===== src/rtl/rsv_pkg.sv =====
package rsv_pkg;

    typedef enum logic [1:0] {
        WD_1400MS = 2'b00,
        WD_600MS  = 2'b01,
        WD_200MS  = 2'b10,
        WD_OFF    = 2'b11
    } wd_sel_e;

    localparam int unsigned HOLD_MS = 200;

    function automatic int unsigned wd_period_ms(input logic [1:0] sel);
        case (sel)
            2'b00:   return 1400;
            2'b01:   return 600;
            2'b10:   return 200;
            default: return 0;
        endcase
    endfunction

endpackage


===== src/rtl/rsv_sync.sv =====
module rsv_sync #(
    parameter int unsigned STAGES = 2
) (
    input  logic clk_i,
    input  logic por_ni,
    input  logic pin_i,
    output logic fall_o
);
    typedef struct packed {
        logic [STAGES-1:0] chain;
        logic              last;
    } sync_t;

    sync_t s_d, s_q;

    always_comb begin
        s_d       = s_q;
        s_d.chain = {s_q.chain[STAGES-2:0], pin_i};
        s_d.last  = s_q.chain[STAGES-1];
    end

    always_ff @(posedge clk_i or negedge por_ni) begin
        if (!por_ni) begin
            s_q <= '1;
        end else begin
            s_q <= s_d;
        end
    end

    assign fall_o = s_q.last & ~s_q.chain[STAGES-1];
endmodule


===== src/rtl/rsv_wdog.sv =====
module rsv_wdog
    import rsv_pkg::*;
#(
    parameter int unsigned CYC_PER_MS = 1000,
    localparam int unsigned MAX_CYC   = 1400 * CYC_PER_MS,
    localparam int unsigned CW        = $clog2(MAX_CYC + 1)
) (
    input  logic       clk_i,
    input  logic       por_ni,
    input  logic       hold_i,
    input  logic [1:0] sel_i,
    input  logic       kick_i,
    output logic       expire_o
);
    typedef struct packed {
        logic [CW-1:0] cnt;
    } wd_t;

    wd_t           w_d, w_q;
    logic [CW-1:0] last_idx;
    logic          enabled;

    always_comb begin
        last_idx = CW'(wd_period_ms(sel_i) * CYC_PER_MS - 1);
        enabled  = (sel_i != WD_OFF);
        expire_o = !hold_i && enabled && !kick_i && (w_q.cnt >= last_idx);
        w_d      = w_q;
        if (hold_i || !enabled || kick_i || expire_o) begin
            w_d.cnt = '0;
        end else begin
            w_d.cnt = w_q.cnt + 1'b1;
        end
    end

    always_ff @(posedge clk_i or negedge por_ni) begin
        if (!por_ni) begin
            w_q <= '0;
        end else begin
            w_q <= w_d;
        end
    end
endmodule


===== src/rtl/rsv_hold.sv =====
module rsv_hold #(
    parameter int unsigned HOLD_CYC = 200000,
    localparam int unsigned CW      = $clog2(HOLD_CYC)
) (
    input  logic clk_i,
    input  logic por_ni,
    input  logic supply_ok_i,
    input  logic wd_expire_i,
    output logic rst_o,
    output logic abort_o
);
    typedef struct packed {
        logic          rst;
        logic          abort;
        logic [CW-1:0] cnt;
    } hold_t;

    hold_t h_d, h_q;

    always_comb begin
        h_d = h_q;
        if (!supply_ok_i) begin
            h_d.rst = 1'b1;
            h_d.cnt = '0;
        end else if (h_q.rst) begin
            if (h_q.cnt == CW'(HOLD_CYC - 1)) begin
                h_d.rst = 1'b0;
                h_d.cnt = '0;
            end else begin
                h_d.cnt = h_q.cnt + 1'b1;
            end
        end else if (wd_expire_i) begin
            h_d.rst = 1'b1;
            h_d.cnt = '0;
        end
        h_d.abort = h_d.rst & ~h_q.rst;
    end

    always_ff @(posedge clk_i or negedge por_ni) begin
        if (!por_ni) begin
            h_q <= '{rst: 1'b1, abort: 1'b0, cnt: '0};
        end else begin
            h_q <= h_d;
        end
    end

    assign rst_o   = h_q.rst;
    assign abort_o = h_q.abort;
endmodule


===== src/rtl/rst_supervisor.sv =====
module rst_supervisor
    import rsv_pkg::*;
#(
    parameter int unsigned CYC_PER_MS  = 1000,
    parameter int unsigned SYNC_STAGES = 2
) (
    input  logic       clk_i,
    input  logic       supply_min_i,
    input  logic       supply_ok_i,
    input  logic       cs_wdi_ni,
    input  logic [1:0] wd_sel_i,
    output logic       rst_n_o,
    output logic       rst_oe_o,
    output logic       comm_inhibit_o,
    output logic       xfer_abort_o
);
    localparam int unsigned HOLD_CYC = HOLD_MS * CYC_PER_MS;

    logic kick;
    logic expire;
    logic in_rst;

    rsv_sync #(.STAGES(SYNC_STAGES)) u_sync (
        .clk_i  (clk_i),
        .por_ni (supply_min_i),
        .pin_i  (cs_wdi_ni),
        .fall_o (kick)
    );

    rsv_wdog #(.CYC_PER_MS(CYC_PER_MS)) u_wdog (
        .clk_i    (clk_i),
        .por_ni   (supply_min_i),
        .hold_i   (in_rst),
        .sel_i    (wd_sel_i),
        .kick_i   (kick),
        .expire_o (expire)
    );

    rsv_hold #(.HOLD_CYC(HOLD_CYC)) u_hold (
        .clk_i       (clk_i),
        .por_ni      (supply_min_i),
        .supply_ok_i (supply_ok_i),
        .wd_expire_i (expire),
        .rst_o       (in_rst),
        .abort_o     (xfer_abort_o)
    );

    assign rst_n_o        = ~in_rst;
    assign comm_inhibit_o = in_rst;
    assign rst_oe_o       = supply_min_i;
endmodule


===== config.mk =====
export PLATFORM = sky130hd
export DESIGN_NAME = rst_supervisor
export DESIGN_NICKNAME = d
export VERILOG_FILES = /design/src/rtl/rsv_pkg.sv /design/src/rtl/rsv_sync.sv /design/src/rtl/rsv_wdog.sv /design/src/rtl/rsv_hold.sv /design/src/rtl/rst_supervisor.sv
export SDC_FILE = /design/constraint.sdc
export NUM_CORES = 1
export LEC_CHECK = 0
export BUFFER_PORTS_ARGS = -buffer_cell sky130_fd_sc_hd__buf_2
export CAP_MARGIN = 40
export CORE_ASPECT_RATIO = 1.1
export CORE_UTILIZATION = 45
export DETAILED_ROUTE_END_ITERATION = 12
export GPL_TIMING_DRIVEN = 0
export PLACE_DENSITY = 0.62
export SETUP_SLACK_MARGIN = 0.05
export SKIP_CTS_REPAIR_TIMING = 1
export SLEW_MARGIN = 10
export SYNTH_ARGS = -nofsm -noshare
export SYNTH_HDL_FRONTEND = slang
export SYNTH_SLANG_ARGS = --single-unit

===== constraint.sdc =====
create_clock -name clk_i -period 5.45 [get_ports clk_i]
set_input_delay 0.2725 -clock clk_i [delete_from_list [all_inputs] [get_ports clk_i]]
set_output_delay 0.2725 -clock clk_i [all_outputs]
set_load 0.03 [all_outputs]

==> results.yml, run 1 <==
timing:
  finalCriticalPeriod_ps: 2400
  worst_slack_ps: 3050
  slew_viol_final: 0
  clock_skew_ps: 5.23
  tightestPinTransition_ps: 517
  slew_headroom: 0.653
  setup_viol: 0
  fin_setup_tns_ps: 0
  hold_viol: 0
  rsz0062_at_grt: "false"
  min_period_over_period: 0.441
  hold-worst-slack_ps: 75.0
  fmax_mhz: 416
detailed_routing:
  wl_per_cell_um: 14.1
  first_iter_violations: 108
  drtAntennaViolNets: 0
  drc_errors: 0
  vias: 2165
  vias_per_cell: 5.61
  first_pass_iters: 4
  drt-total-wl_um: 5450
clock_tree:
  cts_inserted_buffers: 5
  htree_levels: 2
  path_clk_slew_ps: 80
  tritoncts: "yes"
  cts_num_sinks: 44
  ctsLongestPathBuffers: 2
  root_buffer: "clkbuf_8"
  clk_latency_ps: 290
synth:
  syn_area_per_cell_um2: 9.23
  synth_edf_count: 0
  synth_warnings: 0
  ys_ff_latch: 44
  syn_inst: 289
  ys_types: 48
  synthTopCellsByArea: "dfrtp_1 38%, ha_1 10%, nand3_1 5.1%, nor2_1 4.6%, dfstp_2 3.9%"
  yosysSeqAreaShare: 0.415
  async_reset_ff_frac: 1.00
  synth_area_um2: 2670
  netlist.area_leader.share: 0.375
  synthFlopType: "dfrtp_1"
  synth_top_cell_by_area: "dfrtp_1"
power:
  ir_worst_vdd_mv: 0.155
  leakagePower_nw: 1.24
  power_density_nw_per_um2: 209
  finalPower_mw: 0.617
flow_run:
  drv_cap: 0
finish:
  syn_to_final_growth_pct: 10.6
  nets: 336
  n_fill_cell: 574
  final_cell_mix: "40 x dfrtp_1, 33 x nor2_1, 27 x nand3_1"
  antennaDiodeCount: 0
  final_common_cell: "dfrtp_1"
  fin_cells: 386
  layout-drive-gt1-share: 0.126
floorplanning:
  die-area_um2: 6240
  ios: 10
  rows: 29
  core_area_um2: 5730
  fp.dieH_um: 82.7
  die_w_um: 75.4
  start_util: 0.465
grt:
  grt-ovfl-total: 0
  grt_max_degree: 31
  grt_antenna_before_repair: 0
  track_usage: 0.195
  grt_pass1_vias: 1996
  grt_pass1_wl_um: 9040
worst_hold_path:
  hold_start: "cs_wdi_ni"
  hold_path_end: "u_sync.s_d[2]$_DFF_PN1_"
  hold_class: "input port to flip-flop"
  hold_depth: 1
setup_path:
  crit_path_max_fanout: 10
  r2r.worst_path.cells: 8
  crit_arrival_ps: 2590
  cp-end-kind: "flip-flop"
  startpoint_type: "input port"
  rr_startpoint: "u_wdog.w_q[12]$_DFF_PN0_"
  cp.required_ps: 5630
  ff2ff_setup_slack_ps: 3220
  reg2reg_to: "u_hold.h_q[4]$_DFFE_PN0P_"
  path_class: "input port to flip-flop"
placement:
  globalplace.congestion: 0.825
  dpl.hpwl_um: 4040
  dp_slack_ps: 2710
  dp.cells: 377
  io_buffer_count: 9
outcome:
  outcome: "finished clean"
==> power breakdown <==
group / leakage, nW / total [mW] / switching [mW] / internal, mW
logic: 0.587 / 0.0377 / 0.0248 / 0.0129
registers: 0.599 / 0.332 / 0.00202 / 0.330
clock network: 0.0552 / 0.247 / 0.111 / 0.136
total: 1.24 / 0.617 / 0.138 / 0.479
==> how the worst max path moves through the flow <==
stage	slack [ps]	depth (start not counted)	to	startpoint
after floorplan	3160	10	u_hold.h_q[4]$_DFFE_PN0P_	wd_sel_i[0]
after global placement	2740	11	u_hold.h_q[4]$_DFFE_PN0P_	wd_sel_i[0]
after detailed placement	2710	11	u_hold.h_q[4]$_DFFE_PN0P_	wd_sel_i[0]
after CTS	3020	11	u_hold.h_q[4]$_DFFE_PN0P_	wd_sel_i[0]
after global routing	2870	11	u_hold.h_q[17]$_DFFE_PN0P_	wd_sel_i[0]
final	3050	11	u_hold.h_q[4]$_DFFE_PN0P_	wd_sel_i[0]
==> worst max-delay path, cell delays in order <==
cell       delay [ps]
buf_2             110
inv_1             110
ha_1              380
ha_1              340
nand4_1           150
nor4b_2           360
o31ai_2           110
a31o_2            230
buf_2             200
o2bb2ai_1         140
a22o_1            180
==> cells in the mapped netlist (2+ instances only) <==
master	n
clkbuf_1	4
dfstp_2	4
a31oi_1	2
and3_1	4
buf_2	2
xnor2_1	6
o311ai_1	5
inv_1	18
a22oi_1	4
nor2_1	33
nand4b_1	2
o21ai_0	15
nor3_1	4
xor2_1	11
a21oi_1	12
nor2b_1	3
ha_1	22
nor4_1	2
dfrtp_1	40
nand2_1	21
nand3_1	27
buf_6	2
o21ai_1	2
nand4_1	10
or3_1	11
==> state kept, by name, indices dropped and copies added (netlist names) <==
name	flops
u_wdog.w_q	21
u_hold.abort_o	1
u_hold.h_q	18
u_hold.rst_o	1
u_sync.s_d	2
u_sync.s_q	1
==> metal layers <==
metal / global-route usage / up-vias / wire [µm]
met5: 0 / - / 0
li1: - / 1070 / -
met4: 0.0889 / 0 / 120
met1: 0.238 / 1054 / 2460
met3: 0.0328 / 9 / 129
met2: 0.336 / 32 / 2740
==> final cells by class <==
class                           count  area, µm²  share of cell area
Sequential cell                    44       1110               0.375
Clock buffer                        6       72.6              0.0246
Timing Repair Buffer               11       75.1              0.0255
Buffer                              9       55.1              0.0187
Tap cell                           77       96.3              0.0327
Multi-Input combinational cell    219       1440               0.489
Clock inverter                      2       35.0              0.0119
Inverter                           18       67.6              0.0229
==> per-stage QoR <==
step                      cell area, µm²  utilization
after CTS                           2940        0.513
after global routing                2950        0.514
final                               2950        0.514
after floorplan                     2670            -
after detailed placement            2830        0.494
after global placement              2810        0.490
==> logic make-up after synthesis <==
family,Yosys count,synth area share
AOI/OAI and AO/OA,50,0.125
xor gates and xnor gates,17,0.0558
adders and majority gates,22,0.103
buffers and inverters,27,0.0460
DFF,44,0.415
other,1,0.00141
and+or+nand+nor,128,0.254
No activity file was read; power rests on OpenSTA's default activity.
==> run 2, diff against run 1 <==
Settings changed: PLACE_DENSITY 0.62 to 0.64.
Clock period 5.45 ns to 2.1 ns, I/O delays scaled along.
==> run 2 against run 1 <==
Net effect: the flow now finishes with violations (setup timing); sequential share of layout area down 2.9 points; clock skew about the same; sequential cell count unchanged; register-to-register slack worse by 3200 ps; combinational power rose to 3.1 times the previous value; count of clock-buffer cells in the layout down 1; via count down 0.83%; first-iteration DRC count up 31%; core utilization up 4.4 points; clock power rose to 3.0 times the previous value.
==> results.yml, run 2 (synthesized netlist as in run 1, its figures left out) <==
outcome:
  outcome: "complete, but fails checks"
  violations: "setup timing"
setup_path:
  rr_startpoint: "u_wdog.w_q[11]$_DFF_PN0_"
  worstSetupStartpoint: "u_wdog.w_q[11]$_DFF_PN0_"
  cp-end-kind: "flip-flop"
  crit_path_max_fanout: 10
  crit_arrival_ps: 2310
  path_class: "flip-flop to flip-flop"
  startpoint_type: "flip-flop"
  cp.required_ps: 2280
timing:
  fmax_mhz: 471
  setup_viol: 1
  clock_skew_ps: 4.88
  slew_headroom: 0.568
  finalCriticalPeriod_ps: 2120
  tightestPinTransition_ps: 649
  min_period_over_period: 1.01
  rsz0062_at_grt: "true"
  worst_slack_ps: -22.3
  hold_viol: 0
  slew_viol_final: 0
finish:
  multiInputGateArea_um2: 1570
  final_util: 0.558
  layout-drive-gt1-share: 0.207
  final_cell_mix: "39 x dfrtp_1, 32 x nor2_1, 27 x nand3_1"
  antennaDiodeCount: 0
  n_fill_cell: 556
  nets: 347
  largest_register_ffs: 21
  syn_to_final_growth_pct: 20.0
  final_common_cell: "dfrtp_1"
  regArea_um2: 1110
  top_register: "u_wdog.w_q"
  fin_cells: 396
power:
  p_sw_frac: 0.209
  leakagePower_nw: 1.34
  ir_worst_vdd_mv: 0.458
  clkPwrFrac: 0.434
  power_density_nw_per_um2: 541
  p_switching_mw: 0.361
  finalPower_mw: 1.73
  p_int_mw: 1.37
  pwr-share-comb: 0.068
  seq_power_share: 0.498
floorplanning:
  fp.dieH_um: 82.7
  die_w_um: 75.4
  ios: 10
  rows: 29
  core_area_um2: 5730
  start_util: 0.465
  die-area_um2: 6240
placement:
  dpl.hpwl_um: 4030
  dp.cells: 377
  globalplace.congestion: 0.781
  io_buffer_count: 9
detailed_routing:
  vias: 2147
  drc_errors: 0
  vias_per_cell: 5.42
  wl_per_cell_um: 14.4
  drtAntennaViolNets: 0
  first_iter_violations: 142
  first_pass_iters: 4
  drt-total-wl_um: 5680
clock_tree:
  path_clk_slew_ps: 80
  cts_inserted_buffers: 5
  clk_latency_ps: 290
  root_buffer: "clkbuf_8"
  ctsLongestPathBuffers: 2
  tritoncts: "yes"
  cts_num_sinks: 44
  htree_levels: 2
grt:
  track_usage: 0.201
  grt_max_degree: 31
  grt_pass1_wl_um: 9250
  grt_pass1_vias: 1984
  grt-ovfl-total: 0
  grt_antenna_before_repair: 0
worst_hold_path:
  hold_start: "supply_ok_i"
  hold_class: "input port to flip-flop"
flow_run:
  drv_cap: 0
[run 2: cell types whose count changed in the layout (fill, tap and decap cells not counted), moves of 3 or more]
cell / delta
buf_4: +9
buf_6: +3
clkbuf_1: -3
ha_1: -4
ha_4: +3
o21ai_0: -5
o21ai_1: +5
o311ai_1: -5
o311ai_2: +4
[run 2: critical path, stage by stage (launching register included)]
cell and delay (ps):
dfrtp_2 450, ha_4 280, nand4_1 130, nor4b_2 370, o31ai_2 100, a31o_2 230, buf_6 150, o2bb2ai_1 120
a22o_1 180
[run 2: per-layer routing]
| metal | global-route usage | part of all wire | up-vias |
|---|---|---|---|
| li1 | - | - | 1096 |
| met2 | 0.341 | 0.51 | 14 |
| met4 | 0.0593 | 0.0088 | 0 |
| met3 | 0.0364 | 0.015 | 4 |
| met5 | 0 | 0 | - |
| met1 | 0.259 | 0.47 | 1033 |
[run 2: through the flow]
stage	hold slack, ps	setup slack (ps)	setup TNS [ps]	area, µm²
after floorplan	-191	50.1	0	2690
after global placement	212	-392	-12040	2830
after detailed placement	50.9	-434	-13600	2850
after CTS	-272	-128	-2190	2980
after global routing	187	-115	-856	3200
final	191	-22.3	-22.3	3200
[run 2: final timing paths]
kind,cells after the start,to,slack [ps]
max in group asynchronous,3,u_sync.s_q[0]$_DFF_PN1_,1290
min reg2reg,0,u_sync.s_d[0]$_DFF_PN1_,360
max,8,u_hold.h_q[4]$_DFFE_PN0P_,-20
max reg2reg,8,u_hold.h_q[4]$_DFFE_PN0P_,-20
min,2,u_hold.abort_o$_DFF_PN0_,190
min in group asynchronous,2,u_hold.h_q[17]$_DFFE_PN0P_,260
[run 2: power by group through the flow]
stage	Sequential, mW	Clock (mW)	Combinational, mW
after floorplan	0.877	0	0.0554
after global placement	0.878	0	0.0964
after detailed placement	0.878	0	0.104
after CTS	0.862	0.774	0.104
after global routing	0.863	0.794	0.135
final	0.862	0.751	0.118
[run 2: area by class of cell]
type | instances | share of cell area
inverters | 18 | 0.0223
flip-flops and latches | 44 | 0.346
plain buffers | 9 | 0.0238
repair buffers | 21 | 0.0477
multi-input cells | 220 | 0.490
well taps | 77 | 0.0301
clock buffers | 5 | 0.0215
clock inverters | 2 | 0.0188
==> run 3, diff against run 2 <==
--- a/config.mk
+++ b/config.mk
@@ -11,3 +11,5 @@
 export CORE_UTILIZATION = 45
+export CTS_BUF_LIST = sky130_fd_sc_hd__clkbuf_16
 export DETAILED_ROUTE_END_ITERATION = 12
+export GPL_ROUTABILITY_DRIVEN = 0
 export GPL_TIMING_DRIVEN = 0
==> constraint.sdc (replaced) <==
create_clock -name clk_i -period 2.1 [get_ports clk_i]
set_input_delay 0.63 -clock clk_i [delete_from_list [all_inputs] [get_ports clk_i]]
set_output_delay 0.63 -clock clk_i [all_outputs]
set_load 0.03 [all_outputs]
==> run 3 against run 2 <==
Net effect: the flow still finishes with violations (setup timing); sequential power about the same; final cell count decreased by 0.25%; via count increased by 1.8%; core utilization increased by 1.1 points; clock power increased by 15%; first-iteration DRC count decreased by 22%; clock skew increased by 2.2 ps; critical path type is now input port to flip-flop; critical endpoint unchanged; largest cell class unchanged; largest power group unchanged.
==> results.yml, run 3 (synthesized netlist as in run 1, its figures left out) <==
outcome:
  outcome: "complete, but fails checks"
  violations: "setup timing"
detailed_routing:
  drt-total-wl_um: 5810
  wl_met3_um: 144
  drtAntennaViolNets: 0
  dr.max_layer_used: "met4"
  vias_per_cell: 5.53
  drc_errors: 0
  wl_met1_um: 2620
  vias: 2186
  wl_per_cell_um: 14.7
  first_pass_iters: 4
  wl_met2_um: 2980
  first_iter_violations: 111
finish:
  top_register: "u_wdog.w_q"
  fin_area_um2: 3260
  layout-drive-gt1-share: 0.217
  nets: 345
  final_util: 0.569
  syn_to_final_growth_pct: 22.4
  final_cell_mix: "40 x dfrtp_1, 32 x nor2_1, 26 x nand3_1"
  final_common_cell: "dfrtp_1"
  fin_cells: 395
  largest_register_ffs: 21
  antennaDiodeCount: 0
setup_path:
  crit_path_max_fanout: 9
  path_class: "input port to flip-flop"
  crit_arrival_ps: 2640
  cp-end-kind: "flip-flop"
  cp.required_ps: 2270
  startpoint_type: "input port"
grt:
  grt-ovfl-total: 0
  grt_pass1_vias: 1920
  grt_antenna_before_repair: 0
  grt_pass1_wl_um: 9110
  track_usage: 0.196
  grt_max_degree: 37
floorplanning:
  ios: 10
  die_w_um: 75.4
  fp.dieH_um: 82.7
  core_area_um2: 5730
  start_util: 0.465
  die-area_um2: 6240
  rows: 29
timing:
  hold_viol: 0
  finalCriticalPeriod_ps: 2470
  fmax_mhz: 405
  slew_viol_final: 0
  rsz0062_at_grt: "true"
  slew_headroom: 0.589
  worst_slack_ps: -370
  setup_viol: 41
  min_period_over_period: 1.18
  tightestPinTransition_ps: 617
  clock_skew_ps: 7.07
power:
  leakagePower_nw: 1.36
  ir_worst_vdd_mv: 0.356
  power_density_nw_per_um2: 567
clock_tree:
  tritoncts: "yes"
  cts_inserted_buffers: 5
  clk_latency_ps: 280
  htree_levels: 2
  root_buffer: "clkbuf_16"
  ctsLongestPathBuffers: 2
  cts_num_sinks: 44
  path_clk_slew_ps: 60
worst_hold_path:
  hold_class: "input port to asynchronous set/reset pin"
placement:
  io_buffer_count: 9
  dp.cells: 377
  place_area_um2: 2890
  dpl.hpwl_um: 3940
flow_run:
  drv_cap: 0
-- run 3: cell count changes in the layout (fill, tap and decap cells not counted), sizes merged --
cell / change
buf: -3
inv: +1
dlygate4sd3: -2
clkinv: +1
bufinv: -1
clkbuf: +3
-- run 3: final timing paths --
| check | slack [ps] | depth (start not counted) | to | start |
|---|---|---|---|---|
| hold / removal | 200 | 1 | u_wdog.w_q[3]$_DFF_PN0_ | supply_min_i |
| setup reg to reg | -60 | 10 | u_hold.h_q[0]$_DFFE_PN0P_ | u_wdog.w_q[10]$_DFF_PN0_ |
| hold reg to reg | 350 | 0 | u_sync.s_d[0]$_DFF_PN1_ | u_sync.s_d[2]$_DFF_PN1_ |
| max in group asynchronous | 1460 | 2 | u_sync.s_q[0]$_DFF_PN1_ | supply_min_i |
| setup / recovery | -370 | 11 | u_hold.h_q[4]$_DFFE_PN0P_ | wd_sel_i[0] |
| min in group clk_i | 350 | 0 | u_sync.s_d[0]$_DFF_PN1_ | u_sync.s_d[2]$_DFF_PN1_ |
-- run 3: area by class of cell --
class / count / area [µm²]
Fill cell: 507 / 2470
Multi-Input combinational cell: 220 / 1560
Sequential cell: 44 / 1110
Timing Repair Buffer: 19 / 184
Clock buffer: 5 / 125
Tap cell: 77 / 96.3
Buffer: 9 / 82.6
Inverter: 18 / 71.3
Clock inverter: 3 / 38.8
-- run 3: metrics by stage --
step	TNS [ps]	setup WS [ps]	hold WS (ps)	total power [mW]
6_report	-8730	-370	196	1.85
5_1_grt	-12530	-442	193	1.92
4_1_cts	-14580	-544	218	1.86
3_5_place_dp	-26970	-840	347	0.984
3_3_place_gp	-25460	-789	347	0.978
2_1_floorplan	-7810	-380	334	0.936
-- run 3: worst max-delay path, stage by stage --
cell	delay [ps]
buf_8	90
clkinvlp_4	120
ha_4	260
ha_4	280
nand4_1	130
nor4b_2	310
o31ai_2	120
a31o_2	250
buf_6	150
o2bb2ai_1	120
a22o_1	180
-- run 3: routing by layer --
metal	GRT usage	vias to the layer above
met4	0.0611	0
met3	0.0328	5
li1	-	1095
met1	0.263	1051
met5	0	-
met2	0.321	35
-- run 3: power by group --
group	switching (mW)	leakage, nW	internal (mW)	total [mW]
sequential	0.00561	0.599	0.858	0.864
clock	0.309	0.0850	0.554	0.863
combinational	0.0750	0.672	0.0495	0.125
